==> src/rtl/mcr_pkg.sv <==
package mcr_pkg;
  localparam int ADDR_W = 5;
  localparam int DATA_W = 8;

  typedef enum logic {ST_POLL, ST_XFER} rx_state_e;
endpackage

==> src/rtl/mcr_poller.sv <==
module mcr_poller
  import mcr_pkg::*;
#(
  parameter int NUM_PHY = 4
) (
  input  logic              clk_i,
  input  logic              rst_ni,
  input  logic              step_i,
  output logic [ADDR_W-1:0] addr_o
);
  localparam logic [ADDR_W-1:0] LastAddr = ADDR_W'(NUM_PHY - 1);

  logic [ADDR_W-1:0] ptr_q;

  always_ff @(posedge clk_i or negedge rst_ni) begin
    if (!rst_ni)     ptr_q <= '0;
    else if (step_i) ptr_q <= (ptr_q == LastAddr) ? '0 : ptr_q + 1'b1;
  end

  assign addr_o = ptr_q;
endmodule

==> src/rtl/mcr_store.sv <==
module mcr_store
  import mcr_pkg::*;
#(
  parameter int CELL_BYTES = 53
) (
  input  logic                          clk_i,
  input  logic                          rst_ni,
  input  logic                          wr_en_i,
  input  logic [$clog2(CELL_BYTES)-1:0] wr_idx_i,
  input  logic [DATA_W-1:0]             wr_data_i,
  input  logic                          commit_i,
  input  logic [ADDR_W-1:0]             commit_phy_i,
  input  logic                          pop_i,
  output logic                          full_o,
  output logic                          valid_o,
  output logic [DATA_W-1:0]             data_o,
  output logic                          first_o,
  output logic                          last_o,
  output logic [ADDR_W-1:0]             phy_o,
  output logic                          underrun_o
);
  localparam int IW = $clog2(CELL_BYTES);
  localparam int NSLOT = 2;
  localparam logic [IW-1:0] LastIdx = IW'(CELL_BYTES - 1);

  logic              wr_slot_q, rd_slot_q;
  logic [IW-1:0]     rd_idx_q;
  logic [1:0]        cnt_q;
  logic [DATA_W-1:0] slot_byte [NSLOT];
  logic [ADDR_W-1:0] slot_phy  [NSLOT];
  logic              pop_ok, release_slot;

  for (genvar s = 0; s < NSLOT; s++) begin : g_slot
    logic [DATA_W-1:0] mem [CELL_BYTES];
    logic [ADDR_W-1:0] phy_q;

    always_ff @(posedge clk_i) begin
      if (wr_en_i && (wr_slot_q == 1'(s))) mem[wr_idx_i] <= wr_data_i;
    end

    always_ff @(posedge clk_i or negedge rst_ni) begin
      if (!rst_ni) phy_q <= '0;
      else if (commit_i && (wr_slot_q == 1'(s))) phy_q <= commit_phy_i;
    end

    assign slot_byte[s] = mem[rd_idx_q];
    assign slot_phy[s]  = phy_q;
  end

  assign valid_o      = (cnt_q != 2'd0);
  assign full_o       = (cnt_q == 2'd2);
  assign pop_ok       = pop_i && valid_o;
  assign release_slot = pop_ok && (rd_idx_q == LastIdx);
  assign underrun_o   = pop_i && !valid_o;

  always_ff @(posedge clk_i or negedge rst_ni) begin
    if (!rst_ni) begin
      wr_slot_q <= 1'b0;
      rd_slot_q <= 1'b0;
      rd_idx_q  <= '0;
      cnt_q     <= 2'd0;
    end else begin
      if (commit_i) wr_slot_q <= ~wr_slot_q;
      if (pop_ok) begin
        if (release_slot) begin
          rd_idx_q  <= '0;
          rd_slot_q <= ~rd_slot_q;
        end else begin
          rd_idx_q <= rd_idx_q + 1'b1;
        end
      end
      cnt_q <= cnt_q + {1'b0, commit_i} - {1'b0, release_slot};
    end
  end

  assign data_o  = slot_byte[rd_slot_q];
  assign phy_o   = slot_phy[rd_slot_q];
  assign first_o = valid_o && (rd_idx_q == '0);
  assign last_o  = valid_o && (rd_idx_q == LastIdx);
endmodule

==> src/rtl/mphy_cell_rx.sv <==
module mphy_cell_rx
  import mcr_pkg::*;
#(
  parameter int CELL_BYTES = 53,
  parameter int NUM_PHY    = 4
) (
  input  logic              clk_i,
  input  logic              rst_ni,
  input  logic [7:0]        phy_data_i,
  input  logic              phy_soc_i,
  input  logic              phy_clav_i,
  output logic              phy_enb_no,
  output logic [4:0]        phy_addr_o,
  input  logic              pop_i,
  output logic              pop_valid_o,
  output logic [7:0]        pop_data_o,
  output logic              pop_first_o,
  output logic              pop_last_o,
  output logic [4:0]        pop_phy_o,
  input  logic              evt_clr_i,
  output logic              evt_o
);
  localparam int IW = $clog2(CELL_BYTES);
  localparam logic [IW-1:0] LastIdx = IW'(CELL_BYTES - 1);

  rx_state_e         state_q;
  logic [IW-1:0]     idx_q;
  logic [ADDR_W-1:0] addr;
  logic              full, underrun, evt_q;
  logic              start, abort, done, step, in_xfer;

  assign in_xfer = (state_q == ST_XFER);
  assign start   = !in_xfer && phy_clav_i && !full;
  assign abort   = in_xfer && (idx_q == '0) && !phy_soc_i;
  assign done    = in_xfer && (idx_q == LastIdx) && !abort;
  // poll pointer moves on when idle and not starting, or when a burst ends
  assign step    = (!in_xfer && !start) || abort || done;

  mcr_poller #(.NUM_PHY(NUM_PHY)) u_poller (
    .clk_i  (clk_i),
    .rst_ni (rst_ni),
    .step_i (step),
    .addr_o (addr)
  );

  mcr_store #(.CELL_BYTES(CELL_BYTES)) u_store (
    .clk_i        (clk_i),
    .rst_ni       (rst_ni),
    .wr_en_i      (in_xfer),
    .wr_idx_i     (idx_q),
    .wr_data_i    (phy_data_i),
    .commit_i     (done),
    .commit_phy_i (addr),
    .pop_i        (pop_i),
    .full_o       (full),
    .valid_o      (pop_valid_o),
    .data_o       (pop_data_o),
    .first_o      (pop_first_o),
    .last_o       (pop_last_o),
    .phy_o        (pop_phy_o),
    .underrun_o   (underrun)
  );

  always_ff @(posedge clk_i or negedge rst_ni) begin
    if (!rst_ni) begin
      state_q <= ST_POLL;
      idx_q   <= '0;
      evt_q   <= 1'b0;
    end else begin
      evt_q <= (evt_q && !evt_clr_i) || abort || underrun;
      if (!in_xfer) begin
        idx_q <= '0;
        if (start) state_q <= ST_XFER;
      end else if (abort || done) begin
        idx_q   <= '0;
        state_q <= ST_POLL;
      end else begin
        idx_q <= idx_q + 1'b1;
      end
    end
  end

  assign phy_enb_no = !in_xfer;
  assign phy_addr_o = addr;
  assign evt_o      = evt_q;
endmodule

==> config.mk <==
export PLATFORM = sky130hd
export DESIGN_NAME = mphy_cell_rx
export DESIGN_NICKNAME = d
export VERILOG_FILES = /design/src/rtl/mcr_pkg.sv /design/src/rtl/mcr_poller.sv /design/src/rtl/mcr_store.sv /design/src/rtl/mphy_cell_rx.sv
export SDC_FILE = /design/constraint.sdc
export NUM_CORES = 1
export LEC_CHECK = 0
export BUFFER_PORTS_ARGS = -buffer_cell sky130_fd_sc_hd__buf_2
export CAP_MARGIN = 20
export CORE_ASPECT_RATIO = 1.4
export CORE_UTILIZATION = 30
export CTS_BUF_LIST = sky130_fd_sc_hd__clkbuf_16
export DETAILED_ROUTE_END_ITERATION = 10
export PLACE_DENSITY = 0.54
export SLEW_MARGIN = 30
export SYNTH_ARGS = -nofsm -noshare
export SYNTH_HDL_FRONTEND = slang
export SYNTH_SLANG_ARGS = --single-unit
==> constraint.sdc <==
create_clock -name clk_i -period 2.8 [get_ports clk_i]
set_input_delay 0.56 -clock clk_i [delete_from_list [all_inputs] [get_ports clk_i]]
set_output_delay 0.56 -clock clk_i [all_outputs]
set_load 0.1 [all_outputs]
; ---- Word level (Yosys, flattened, before mapping)
; Memory sizes are Yosys's and may differ from the RTL's.
; Cells that the tools add are included.
[word_totals]
regBits = 33
ram_bits = 848
inputBits = 14
wordCells = 75
n_memories = 2
[classes]
n_addsub = 5
n_lt_le_gt_ge = 1
eq_ne = 4
muxes = 17
bitwise = 3
reduce_logical = 33
[mem_list]
columns = name, words, width, read_ports, rd_clocked_by_memory_dff, write_ports, line_no
row1 = u_store.g_slot[0].mem, 53, 8, 1, 0, 1, mcr_store.sv:34  ; logic [DATA_W-1:0] mem [CELL_BYTES];
row2 = u_store.g_slot[1].mem, 53, 8, 1, 0, 1, mcr_store.sv:34
[ops]
columns = operator, count
row1 = $mux W8, 3
row2 = $mux W5, 4
row3 = $mux W6, 3
row4 = $logic_and A1 B1 Y1, 17
row5 = $add A6 B1 Y6 const B, 2
row6 = $eq A6 B6 Y1 const B, 2
row7 = $logic_not A6 Y1, 2
row8 = $logic_not A1 Y1, 7
row9 = $mux W1, 7
row10 = $add A5 B1 Y5 const B, 1
row11 = $eq A5 B2 Y1 const B, 1
row12 = $logic_or A1 B1 Y1, 5
row13 = $add A2 B1 Y2, 1
row14 = $eq A2 B2 Y1 const B, 1
row15 = $ge A2 B2 Y1 const B, 1
row16 = $not A1 Y1, 2
row17 = $not A1 Y2, 1
row18 = $reduce_and A2 Y1, 1
row19 = $reduce_bool A2 Y1, 1
row20 = $sub A2 B1 Y2, 1

; ---- Logic depth before layout (Yosys ltp)
; Gate-level depths: netlist of the first run.
[logic_depth]
ltp_word = 8
depth_mapped = 11

; ---- By module
; A second synthesis of the first run with hierarchy kept.
[unflattened]
cells_unflattened = 1823
area_unflattened_um2 = 35026.1
[modules_own_cells]
columns = mod, n_inst, cells_each, area_each_um2
row1 = mcr_store, 1, 1762, 34374.2
row2 = mphy_cell_rx, 1, 41, 415.4
row3 = mcr_poller, 1, 20, 236.5

; ---- Worst setup path after synthesis of the first run
; OpenSTA, ideal clock, no wires.
[synth_timing]
path_kind = flip-flop to output port
start = reg u_store.cnt_q[1]
end = out pop_first_o
t_arrival_ns = 4.492
t_required_ns = 2.240
setup_slack_ns = -2.252
path_stages_with_launch = 5
path_buffers = 1
cell_sequence = dfrtp_1 -> or2_2 -> clkbuf_1 -> nand2_1 -> nor4_1
[synth_via]
elab_chain_cells = 2
[synth_rtl]
columns = element, line_no
row1 = start: declaration, mcr_store.sv:28  ; logic [1:0] cnt_q;
row2 = start signal: assignment, mcr_store.sv:72  ; cnt_q <= cnt_q + {1'b0, commit_i} - {1'b0, release_slot};
row3 = $reduce_bool A2 Y1, mcr_store.sv:50  ; assign valid_o = (cnt_q != 2'd0);
row4 = via pop_valid_o, mphy_cell_rx.sv:15  ; output logic pop_valid_o,
row5 = $logic_and A1 B1 Y1, mcr_store.sv:78  ; assign first_o = valid_o && (rd_idx_q == '0);
row6 = end: declaration, mphy_cell_rx.sv:17  ; output logic pop_first_o,
; The timed path passes the listed nets, and every way through them passes these cells.

; ---- Worst setup path after layout of the first run
[layout_timing]
start = reg u_store.rd_idx_q[0]
end = out pop_data_o[1]
[layout_via]
elab_chain_cells = 4
elab_cells_between_ends = 5
cone_classes = mux (3) / memory (2)
[layout_rtl]
columns = element, line_no
row1 = start: declaration, mcr_store.sv:27  ; logic [IW-1:0] rd_idx_q;
row2 = start signal: assignment, mcr_store.sv:69  ; rd_idx_q <= rd_idx_q + 1'b1;
row3 = $mem_v2 Z53 W8, --
row4 = $mux W8 (implied by the code) * (3 in series), mcr_store.sv:76  ; assign data_o = slot_byte[rd_slot_q];
row5 = end: declaration, mphy_cell_rx.sv:16  ; output logic [7:0] pop_data_o,
; Every way passes the cells marked *; elsewhere a longest branch is shown, timed or not. The select of a mux whose other input is x is not followed.

==> results of run 1 <==
## report_power, final
group	switching, mW	internal [mW]
combinational	9.61	7.27
clock	4.82	5.80
sequential	0.272	14.8
## Yosys cell counts, types with 3 or more instances
| cell type | instances | share of area |
|---|---|---|
| o21ai_0 | 15 | 0.0022 |
| nand2b_1 | 7 | 0.0013 |
| nor2_1 | 138 | 0.015 |
| buf_2 | 29 | 0.0042 |
| and2_1 | 4 | 0.00072 |
| o221ai_1 | 16 | 0.0040 |
| nor4_1 | 4 | 0.00072 |
| inv_1 | 12 | 0.0013 |
| a21oi_1 | 28 | 0.0040 |
| o211ai_1 | 3 | 0.00065 |
| and3_1 | 4 | 0.00072 |
| a211o_1 | 4 | 0.0010 |
| nand4_1 | 4 | 0.00072 |
| a22o_1 | 9 | 0.0023 |
| buf_6 | 18 | 0.0058 |
| or3b_2 | 3 | 0.00076 |
| buf_1 | 8 | 0.00087 |
| nor3_1 | 13 | 0.0019 |
| clkbuf_1 | 29 | 0.0031 |
| o22ai_1 | 22 | 0.0040 |
| dfrtp_1 | 33 | 0.024 |
| mux2_2 | 25 | 0.0081 |
| mux2i_1 | 73 | 0.021 |
| a221oi_1 | 7 | 0.0018 |
| ha_1 | 6 | 0.0022 |
| a22oi_1 | 19 | 0.0041 |
| buf_4 | 9 | 0.0019 |
| or3_1 | 6 | 0.0011 |
| nand2_1 | 120 | 0.013 |
| mux4_2 | 168 | 0.11 |
| xnor2_1 | 10 | 0.0025 |
| nand3_1 | 21 | 0.0030 |
| a31oi_1 | 6 | 0.0011 |
| xor2_1 | 4 | 0.0010 |
| a211oi_1 | 22 | 0.0048 |
| nor2b_1 | 9 | 0.0016 |
| edfxtp_1 | 848 | 0.73 |
## worst register-to-register path, stage by stage (launching register included)
cell and delay (ns):
dfrtp_4 0.53, buf_12 0.17, buf_4 0.18, buf_16 0.17, clkinv_2 0.07, buf_12 0.17, ha_1 0.17, nand2_1 0.08
nor3_2 0.42, ha_1 0.35, nor3_1 0.23, xnor2_1 0.10
## final cells by class
| cell class | instances | area, µm² |
|---|---|---|
| sequential | 881 | 26300 |
| tap | 1490 | 1860 |
| clock inverter | 59 | 482 |
| fill | 10500 | 71900 |
| timing repair buffer | 400 | 3790 |
| inverter | 14 | 53.8 |
| multi-input combinational | 798 | 8210 |
| clock buffer | 79 | 1980 |
## worst min-delay path by stage
| stage | start | end | cells after the start | slack, ns |
|---|---|---|---|---|
| after detailed placement | u_store.g_slot[1].phy_q[2]$_DFFE_PN0P_ | u_store.g_slot[1].phy_q[2]$_DFFE_PN0P_ | 2 | 0.49 |
| after floorplan | rst_ni | evt_o$_DFF_PN0_ | 0 | 0.26 |
| after global routing | phy_data_i[6] | u_store.g_slot[0].mem[45][6]$_DFFE_PP_ | 1 | 0.13 |
| final | phy_data_i[6] | u_store.g_slot[0].mem[45][6]$_DFFE_PP_ | 1 | 0.14 |
| after global placement | u_store.g_slot[1].phy_q[2]$_DFFE_PN0P_ | u_store.g_slot[1].phy_q[2]$_DFFE_PN0P_ | 2 | 0.48 |
| after CTS | phy_data_i[6] | u_store.g_slot[0].mem[45][6]$_DFFE_PP_ | 1 | 0.09 |
## stage by stage
step / cell area [µm²] / total power [mW] / instances / hold WS (ns)
after floorplan: 34800 / 23.7 / 1788 / 0.264
after global placement: 39300 / 30.8 / 3550 / 0.481
after detailed placement: 39300 / 30.8 / 3550 / 0.487
after CTS: 42400 / 42.5 / 3707 / 0.0934
after global routing: 42700 / 43.8 / 3721 / 0.126
final: 42700 / 42.5 / 3721 / 0.139
## state kept, by name, indices dropped and copies added (netlist names)
name and cells:
u_store.rd_slot_q 1, u_store.rd_idx_q 6, u_store.g_slot.phy_q 10, u_store.cnt_q 2, u_poller.addr_o 5, u_store.wr_slot_q 1
u_store.g_slot.mem 848, evt_o 1, idx_q 6, in_xfer 1
## cells by family after synthesis
kind of cell               share of synthesized area
buffers and inverters                         0.0187
DFF                                            0.759
muxes                                          0.140
adders and majority gates                    0.00217
and+or+nand+nor                               0.0422
AOI/OAI and AO/OA                             0.0349
xor gates and xnor gates                     0.00354
## per-layer routing
| layer | routed length [µm] | vias to the layer above |
|---|---|---|
| met4 | 4470 | 0 |
| met1 | 36400 | 9983 |
| met3 | 4350 | 182 |
| met5 | 0 | - |
| met2 | 54300 | 566 |
| li1 | - | 8016 |
## cell usage in the layout, fill, tap and decap left out, drive strengths merged, types with 20 or more instances in the layout
| cell | Yosys | final |
|---|---|---|
| a211oi | 22 | 22 |
| a21oi | 28 | 28 |
| a22oi | 20 | 20 |
| buf | 66 | 398 |
| clkbuf | 29 | 79 |
| clkinv | 2 | 27 |
| dfrtp | 33 | 33 |
| edfxtp | 848 | 848 |
| inv | 12 | 35 |
| mux2 | 25 | 25 |
| mux2i | 73 | 73 |
| mux4 | 170 | 170 |
| nand2 | 121 | 121 |
| nand3 | 22 | 22 |
| nor2 | 138 | 138 |
| o22ai | 22 | 22 |
## timing repair
action | CTS | global route
setup endpoints to repair | 11 | 11
pin swaps | 18 | 16
resized for setup | 79 | 36
gates cloned | 4 | 0
endpoints found under the hold margin | 33 | 0
buffers inserted | 16 | 16
hold buffers | 1 | 0
==> results by group, run 1 <==
Setup path
  • Crit path arrival time: 3.37 ns
  • WS Path Type: reg -> out
  • Crit path max-delay family: compound AO/OA/AOI/OAI gates
  • Reg2Reg Depth: 11
  • R2r setup slk: about 0.050 ns
  • Cell count along the critical path: 9
  • Crit-path max cell delay: 0.53 ns
  • FF-to-FF End: u_store.cnt_q[1]$_DFF_PN0_
  • Worst setup SP type: flip-flop
  • Worst setup EP type: output port
  • Critical path's slowest cell: dfrtp_4
  • CP max FO: 8
  • Worst reg2reg path startpoint: u_store.rd_idx_q[0]$_DFFE_PN0P_
  • Worst path required time: 2.24 ns
  • Critical Path Source: u_store.rd_idx_q[0]$_DFFE_PN0P_
  • CP endpoint: pop_data_o[1]
  • Crit-path most repeated cell: buf_12
  • CP bufs+invs: 3
  • Crit-path cells: buf_12 -> or3b_2 -> o22ai_1 -> nor4_2 -> buf_4 -> a221oi_4 -> o41a_1 -> a221o_2 -> buf_12

Floorplan
  • Height of the die: 404 µm
  • Die area: ~120000 µm²
  • Core area: 115000 µm²
  • Die width: 289 µm
  • Starting Density: 0.302
  • FP Rows: 147
  • I/O pins: 37

Cells and area
  • Final core utilization: 0.372
  • Layout Nets: between 2000 and 2500
  • Fraction of layout cells with a size suffix above 1: 0.354
  • # diodes: 0
  • Synth-to-Final Area Change: 23.2%

Yosys
  • Mean Syn Cell Area: 19.4 µm²
  • Post-Synthesis Cells: approximately 1800
  • Synth Flop Type: edfxtp_1
  • Synthesized flop and latch total: 881
  • Post-Syn Nets: between 1500 and 2000
  • Distinct cells, synth: 59
  • Ys async rst share: 0.0375
  • Post-Syn Area: 34700 µm²
  • Register area share after synthesis: 0.759
  • Number of synthesized flops with an enable pin: between 800 and 900
  • Yosys warns: 0

Run status
  • Failing checks: setup timing
  • Status: complete, but fails checks

Timing
  • Slew margin rel.: 0.468
  • Setup violators final: 10
  • Final Hold Vio Count: 0
  • RSZ-0062 raised after global routing: yes
  • Setup TNS Final: -9.43 ns
  • Fin crit share: 1.41
  • Post-layout min period: 3.93 ns
  • Slew Viols, Final: 0
  • Fmax: 0.254 GHz
  • Post-route setup slack: -1.13 ns
  • Tightest Pin Transition: 0.794 ns
  • Final Skew: ~0.035 ns

Pwr
  • Leakage: 14.3 nW
  • Power Density: 997 nW/µm²
  • Worst vdd ir: 1630 µV

CTS
  • H-tree levels: 3
  • Worst-path clk slew: 0.07 ns
  • Clock buffer depth: 3
  • Clock insertion delay at the later pin of the skew report: about 0.68 ns
  • Clock sink total: just under 900
  • Root Buffer: clkbuf_16
  • CTS Buf Count: 78
  • CTS tree: done

Global routing
  • Gr ovfl total: 0
  • GRT met3 Usage: 0.0216
  • Vias in the first global route: 19800
  • First-pass GRT wire length: 143000 µm
  • Initial antenna violation count: 0
  • Gr usage total: 0.172
  • Largest net degree at the start of global routing: 101
  • Grt peak-use layer: met2
  • M1 GR Usage: 0.195
  • Grt met2 use: 0.317

Placed design
  • RePlAce Congestion: 0.880
  • DP HPWL: 69100 µm
  • Post-Place Setup Slack: -0.692 ns
  • PortBufs: 36

Routing
  • Vias after detailed routing: ~19000
  • DRC Markers: 0
  • WL/cell: roughly 27 µm
  • Antenna Nets Post-Route: 0
  • First DRT Iteration DRCs: 1698
  • Routed WL: ~100000 µm
  • Drt pass-1 iters: 8
  • Vias/cell: 5.04

Flow run
  • Max cap viols: 0

Worst hold path
  • Hold Path Class: in -> reg
No activity file was read; power rests on OpenSTA's default activity.
==> run 2, diff against run 1 <==
Settings changed: RECOVER_POWER set to 100.
==> results by group, run 2 (synthesis results as in run 1) <==
Pwr
  • Sw Pwr: about 15 mW
  • Combinational fraction of design power: 0.394
  • Worst vdd ir: 1630 µV
  • Switching part of the total power: 0.347
  • Leakage: 13.8 nW
  • Total power: 42.3 mW
  • Clock Power Share: 0.251
  • Power Density: ~1000 nW/µm²
  • Seq pwr share: 0.356
  • Internal power component: 27.6 mW

Worst hold path
  • WHS Path Cells: 1
  • Hold Path Class: in -> reg
  • Hold path endpoint: u_store.g_slot[0].mem[45][6]$_DFFE_PP_
  • Hold Path Origin: phy_data_i[6]

CTS
  • Clock insertion delay at the later pin of the skew report: 0.68 ns
  • CTS Buf Count: 78
  • Root Buffer: clkbuf_16
  • H-tree levels: 3
  • Clock sink total: 881
  • Clock buffer depth: 3
  • Worst-path clk slew: 0.07 ns
  • CTS tree: done

Setup path
  • WS Path Type: reg -> out
  • Crit path max-delay family: compound AO/OA/AOI/OAI gates
  • Crit-path cells: buf_12 -> or3b_2 -> o22ai_1 -> nor4_2 -> buf_4 -> a221oi_4 -> o41a_1 -> a221o_2 -> buf_12
  • R2r setup slk: -0.33 ns
  • Reg2Reg Depth: 11
  • Crit-path most repeated cell: buf_12
  • Crit-path max cell delay: between 0.5 and 0.6 ns
  • Crit path arrival time: 3.36 ns
  • Worst path required time: 2.24 ns
  • Worst setup EP type: output port
  • Cell count along the critical path: 9
  • FF-to-FF End: u_store.cnt_q[1]$_DFF_PN0_
  • Worst setup SP type: flip-flop
  • Critical path's slowest cell: dfrtp_4
  • CP max FO: 8
  • Worst reg2reg path startpoint: u_store.rd_idx_q[0]$_DFFE_PN0P_
  • Critical Path Source: u_store.rd_idx_q[0]$_DFFE_PN0P_
  • CP bufs+invs: 3

Cells and area
  • Layout Nets: between 2000 and 2500
  • Multi-input gate area: 8200 µm²
  • Biggest register: u_store.g_slot.mem
  • Layout Cells excl Fill: 3721
  • # diodes: 0
  • Most frequent cells in the layout: edfxtp_1 (848), buf_4 (182), mux4_2 (169)
  • Fraction of layout cells with a size suffix above 1: 0.312
  • Synth-to-Final Area Change: 21.2%
  • Top Registers: u_store.g_slot.mem (848), u_store.g_slot.phy_q (10)
  • Max FFs per register: 848
  • Final core utilization: 0.367
  • Leading cell type in the layout, fill and taps excluded: edfxtp_1
  • Fillers: 10600
  • Storage cell area: 26300 µm²

Timing
  • Slew Viols, Final: 303
  • RSZ-0062 raised after global routing: yes
  • Post-route setup slack: -1.12 ns
  • Fin crit share: 1.40
  • Slew margin rel.: -0.572
  • Worst hold slack: approximately 0.20 ns
  • Post-layout min period: 3.92 ns
  • Fmax: 0.255 GHz
  • Tightest Pin Transition: 2.36 ns
  • Final Skew: 0.0352 ns
  • Final Hold Vio Count: 0
  • Setup violators final: 23

Placed design
  • Post-Place Setup Slack: -0.692 ns
  • PortBufs: 36
  • DP HPWL: 69100 µm
  • Placed Cells: 3550
  • RePlAce Congestion: 0.880

Floorplan
  • Die area: 117000 µm²
  • Starting Density: 0.302
  • Die width: 289 µm
  • FP Rows: 147
  • Core area: 115000 µm²
  • I/O pins: 37
  • Height of the die: 404 µm

Routing
  • DRC Markers: 0
  • Antenna Nets Post-Route: 0
  • Vias/cell: 5.02
  • Drt pass-1 iters: 5
  • Routed WL: 99700 µm
  • WL/cell: 26.8 µm
  • Vias after detailed routing: 18700
  • First DRT Iteration DRCs: 1677

Run status
  • Status: complete, but fails checks
  • Failing checks: capacitance limit, slew limit, setup timing

Global routing
  • Initial antenna violation count: 0
  • Gr usage total: 0.172
  • First-pass GRT wire length: 143000 µm
  • Largest net degree at the start of global routing: between 100 and 150
  • Gr ovfl total: 0
  • Vias in the first global route: 19800

Flow run
  • Max cap viols: 7
==> run 2: changes by cell type in the layout (fill, tap and decap cells not counted) <==
cell / delta
buf_12: -14
clkbuf_2: +63
buf_16: -1
nor3_2: -1
buf_4: -128
and2_0: +1
clkbuf_4: +2
buf_6: +1
nor3_1: +1
buf_2: -14
and2_1: -1
clkbuf_1: +91
==> run 2: cell type report <==
class	count	area share
Sequential cell	881	0.626
Clock inverter	59	0.0115
Multi-Input combinational cell	798	0.195
Tap cell	1490	0.0444
Timing Repair Buffer	400	0.0747
Clock buffer	79	0.0470
Inverter	14	0.00128
==> run 2: worst max path at each step <==
| stage | end | slack (ns) |
|---|---|---|
| 4_1_cts | pop_data_o[1] | -1.20 |
| 3_5_place_dp | pop_data_o[1] | -0.69 |
| 6_report | pop_data_o[1] | -1.12 |
| 5_1_grt | pop_data_o[1] | -1.18 |
| 2_1_floorplan | pop_data_o[2] | -0.48 |
| 3_3_place_gp | pop_data_o[3] | -0.66 |
==> run 2: metal layers <==
layer,vias to the layer above,share of wire,GRT usage
met2,543,0.54,0.317
met1,9930,0.37,0.195
li1,8013,-,-
met3,185,0.045,0.0216
met4,0,0.046,0.0800
met5,-,0,0
==> run 2: power by group through the flow <==
| stage | combinational, mW | clock [mW] | sequential (mW) |
|---|---|---|---|
| floorplan | 8.24 | 0 | 15.5 |
| global placement | 15.5 | 0 | 15.3 |
| detailed placement | 15.5 | 0 | 15.3 |
| CTS | 16.6 | 10.8 | 15.0 |
| global route | 17.3 | 11.3 | 15.1 |
| finish | 16.7 | 10.6 | 15.1 |
==> run 2: timing repair <==
| action | in CTS | in global routing |
|---|---|---|
| pin swaps | 18 | 16 |
| setup buffers | 16 | 16 |
| hold buffers | 1 | 0 |
| cloned | 4 | 0 |
| endpoints found under the setup margin | 11 | 11 |
| hold endpoints to repair | 33 | 0 |
| gates resized for setup | 79 | 36 |
==> run 2: metrics by stage <==
stage               area (µm²)  TNS [ns]
floorplan                34800    -0.815
global placement         39300     -4.71
detailed placement       39300     -4.78
CTS                      42400     -9.58
global route             42000    -18.94
finish                   42000    -10.40
==> run 2: worst register-to-register path, delay by kind of cell (launching register included) <==
kind	cells	cell delay [ns]
and+or+nand+nor	3	0.91
buffers and inverters	5	0.86
adders and majority gates	2	0.60
xor gates and xnor gates	1	0.10
DFF	1	0.53
==> run 3, diff against run 2 <==
Settings changed: PLACE_DENSITY 0.54 to 0.45.
==> results by group, run 3 (synthesis results as in run 1) <==
Timing
  • Slew Viols, Final: ~320
  • Fin crit share: 1.43
  • Post-route setup slack: -1.19 ns
  • Setup violators final: 111
  • Final Skew: 0.0193 ns
  • Final Hold Vio Count: 0
  • Fmax: 0.250 GHz
  • Slew margin rel.: -0.739
  • Post-layout min period: 3.99 ns
  • Tightest Pin Transition: 2.61 ns
  • RSZ-0062 raised after global routing: yes

Routing
  • First DRT Iteration DRCs: 1496
  • Routed WL: a little over 100000 µm
  • Drt pass-1 iters: 7
  • Vias/cell: 4.91
  • Antenna Nets Post-Route: 0
  • Vias after detailed routing: about 18000
  • WL/cell: around 27 µm
  • DRC Markers: 0

CTS
  • H-tree levels: 3
  • CTS Buf Count: 85
  • CTS tree: done
  • Root Buffer: clkbuf_16
  • Clock sink total: 881
  • Worst-path clk slew: about 0.06 ns
  • Clock buffer depth: 3
  • Clock insertion delay at the later pin of the skew report: a little under 0.7 ns

Floorplan
  • I/O pins: 37
  • Core area: 115000 µm²
  • FP Rows: 147
  • Height of the die: 404 µm
  • Die area: 117000 µm²
  • Die width: 289 µm
  • Starting Density: 0.302

Cells and area
  • Fraction of layout cells with a size suffix above 1: 0.296
  • Fillers: 10700
  • Max FFs per register: 848
  • Top Registers: u_store.g_slot.mem (848), u_store.g_slot.phy_q (10)
  • Most frequent cells in the layout: edfxtp_1 (848), mux4_2 (168), buf_4 (164)
  • Layout Cells excl Fill: 3735
  • Final core utilization: 0.368
  • Layout Nets: 2200
  • Biggest register: u_store.g_slot.mem
  • Synth-to-Final Area Change: 21.7%
  • Leading cell type in the layout, fill and taps excluded: edfxtp_1

Setup path
  • R2r setup slk: -0.30 ns
  • Worst setup SP type: flip-flop
  • Worst reg2reg path startpoint: u_store.rd_idx_q[3]$_DFFE_PN0P_
  • Reg2Reg Depth: 10
  • Crit path arrival time: 3.43 ns
  • WS Path Type: reg -> out
  • Worst path required time: 2.24 ns
  • CP max FO: 6
  • Worst setup EP type: output port
  • FF-to-FF End: u_store.cnt_q[1]$_DFF_PN0_

Worst hold path
  • Hold Path Class: in -> reg
  • Hold path endpoint: evt_o$_DFF_PN0_
  • WHS Path Cells: 4
  • Hold Path Origin: phy_soc_i

Placed design
  • DP HPWL: 70200 µm
  • PortBufs: 36
  • Placed Cells: 3549
  • RePlAce Congestion: between 0.8 and 0.9

Flow run
  • Max cap viols: 9

Run status
  • Status: complete, but fails checks
  • Failing checks: capacitance limit, slew limit, setup timing

Global routing
  • Largest net degree at the start of global routing: 65
  • First-pass GRT wire length: 146000 µm
  • Initial antenna violation count: 1
  • Gr usage total: 0.178
  • Gr ovfl total: 0
  • Vias in the first global route: 19700

Pwr
  • Power Density: a little over 1000 nW/µm²
  • Worst vdd ir: 1280 µV
  • Leakage: 13.8 nW
==> run 3: changes by cell type in the layout (fill, tap and decap cells not counted), moves of 9 or more <==
| cell | delta |
|---|---|
| clkbuf_2 | -34 |
| clkbuf_16 | +9 |
| clkbuf_1 | +30 |
| buf_4 | -18 |
==> run 3: cell type report <==
class | count | area (µm²) | area share
sequential | 881 | 26300 | 0.623
clock inverter | 62 | 430 | 0.0102
clock buffer | 88 | 2200 | 0.0522
inverter | 14 | 58.8 | 0.00139
multi-input combinational | 798 | 8140 | 0.193
tap | 1490 | 1860 | 0.0442
timing repair buffer | 400 | 3190 | 0.0757
antenna | 2 | 5.00 | 0.000119
==> run 3: report_power, final <==
part           leakage, nW  internal [mW]  total [mW]  switching (mW)
sequential            8.05           14.8        15.1           0.285
clock                 1.36           6.14        11.1            4.94
combinational         4.35           7.14        16.7            9.56
==> run 3: how the worst max path moves through the flow <==
stage / slack [ns] / to / start / depth (start not counted)
6_report: -1.19 / pop_data_o[1] / u_store.rd_idx_q[1]$_DFFE_PN0P_ / 9
5_1_grt: -1.25 / pop_data_o[1] / u_store.rd_idx_q[0]$_DFFE_PN0P_ / 8
4_1_cts: -1.24 / pop_data_o[3] / u_store.rd_idx_q[0]$_DFFE_PN0P_ / 8
3_5_place_dp: -1.04 / pop_data_o[4] / u_store.rd_idx_q[0]$_DFFE_PN0P_ / 10
3_3_place_gp: -1.16 / pop_data_o[4] / u_store.rd_idx_q[0]$_DFFE_PN0P_ / 10
2_1_floorplan: -0.48 / pop_data_o[2] / u_store.rd_idx_q[0]$_DFFE_PN0P_ / 10
==> run 3: metrics by stage <==
step / hold WS [ns] / cell area, µm² / power [mW] / setup TNS, ns / setup WS [ns]
finish: 0.336 / 42200 / 42.8 / -16.59 / -1.19
global route: 0.343 / 42200 / 44.4 / -37.13 / -1.25
CTS: 0.285 / 42700 / 43.3 / -10.18 / -1.24
detailed placement: 0.483 / 39300 / 31.0 / -5.20 / -1.04
global placement: 0.463 / 39300 / 30.9 / -5.41 / -1.16
floorplan: 0.264 / 34800 / 23.7 / -0.815 / -0.484
==> run 3: what timing repair did <==
item	CTS	global route
setup buffers	29	5
hold endpoints to repair	33	0
gates resized for setup	82	21
endpoints found under the setup margin	16	10
gates cloned	3	0
pin swaps	26	13
hold buffers	1	0
==> run 3: per-layer routing <==
metal	up-vias	GRT usage	wire, µm
li1	8045	-	-
met1	9779	0.209	39800
met2	373	0.329	55900
met3	142	0.0204	3050
met4	0	0.0634	3220
met5	-	0	0
==> run 3: critical path: stages, from the launching register on <==
cell,delay [ns]
dfrtp_4,0.55
buf_12,0.17
or3b_2,0.56
buf_4,0.19
buf_4,0.13
o22ai_1,0.24
a211oi_2,0.12
a21oi_2,0.27
a221o_2,0.33
buf_12,0.20
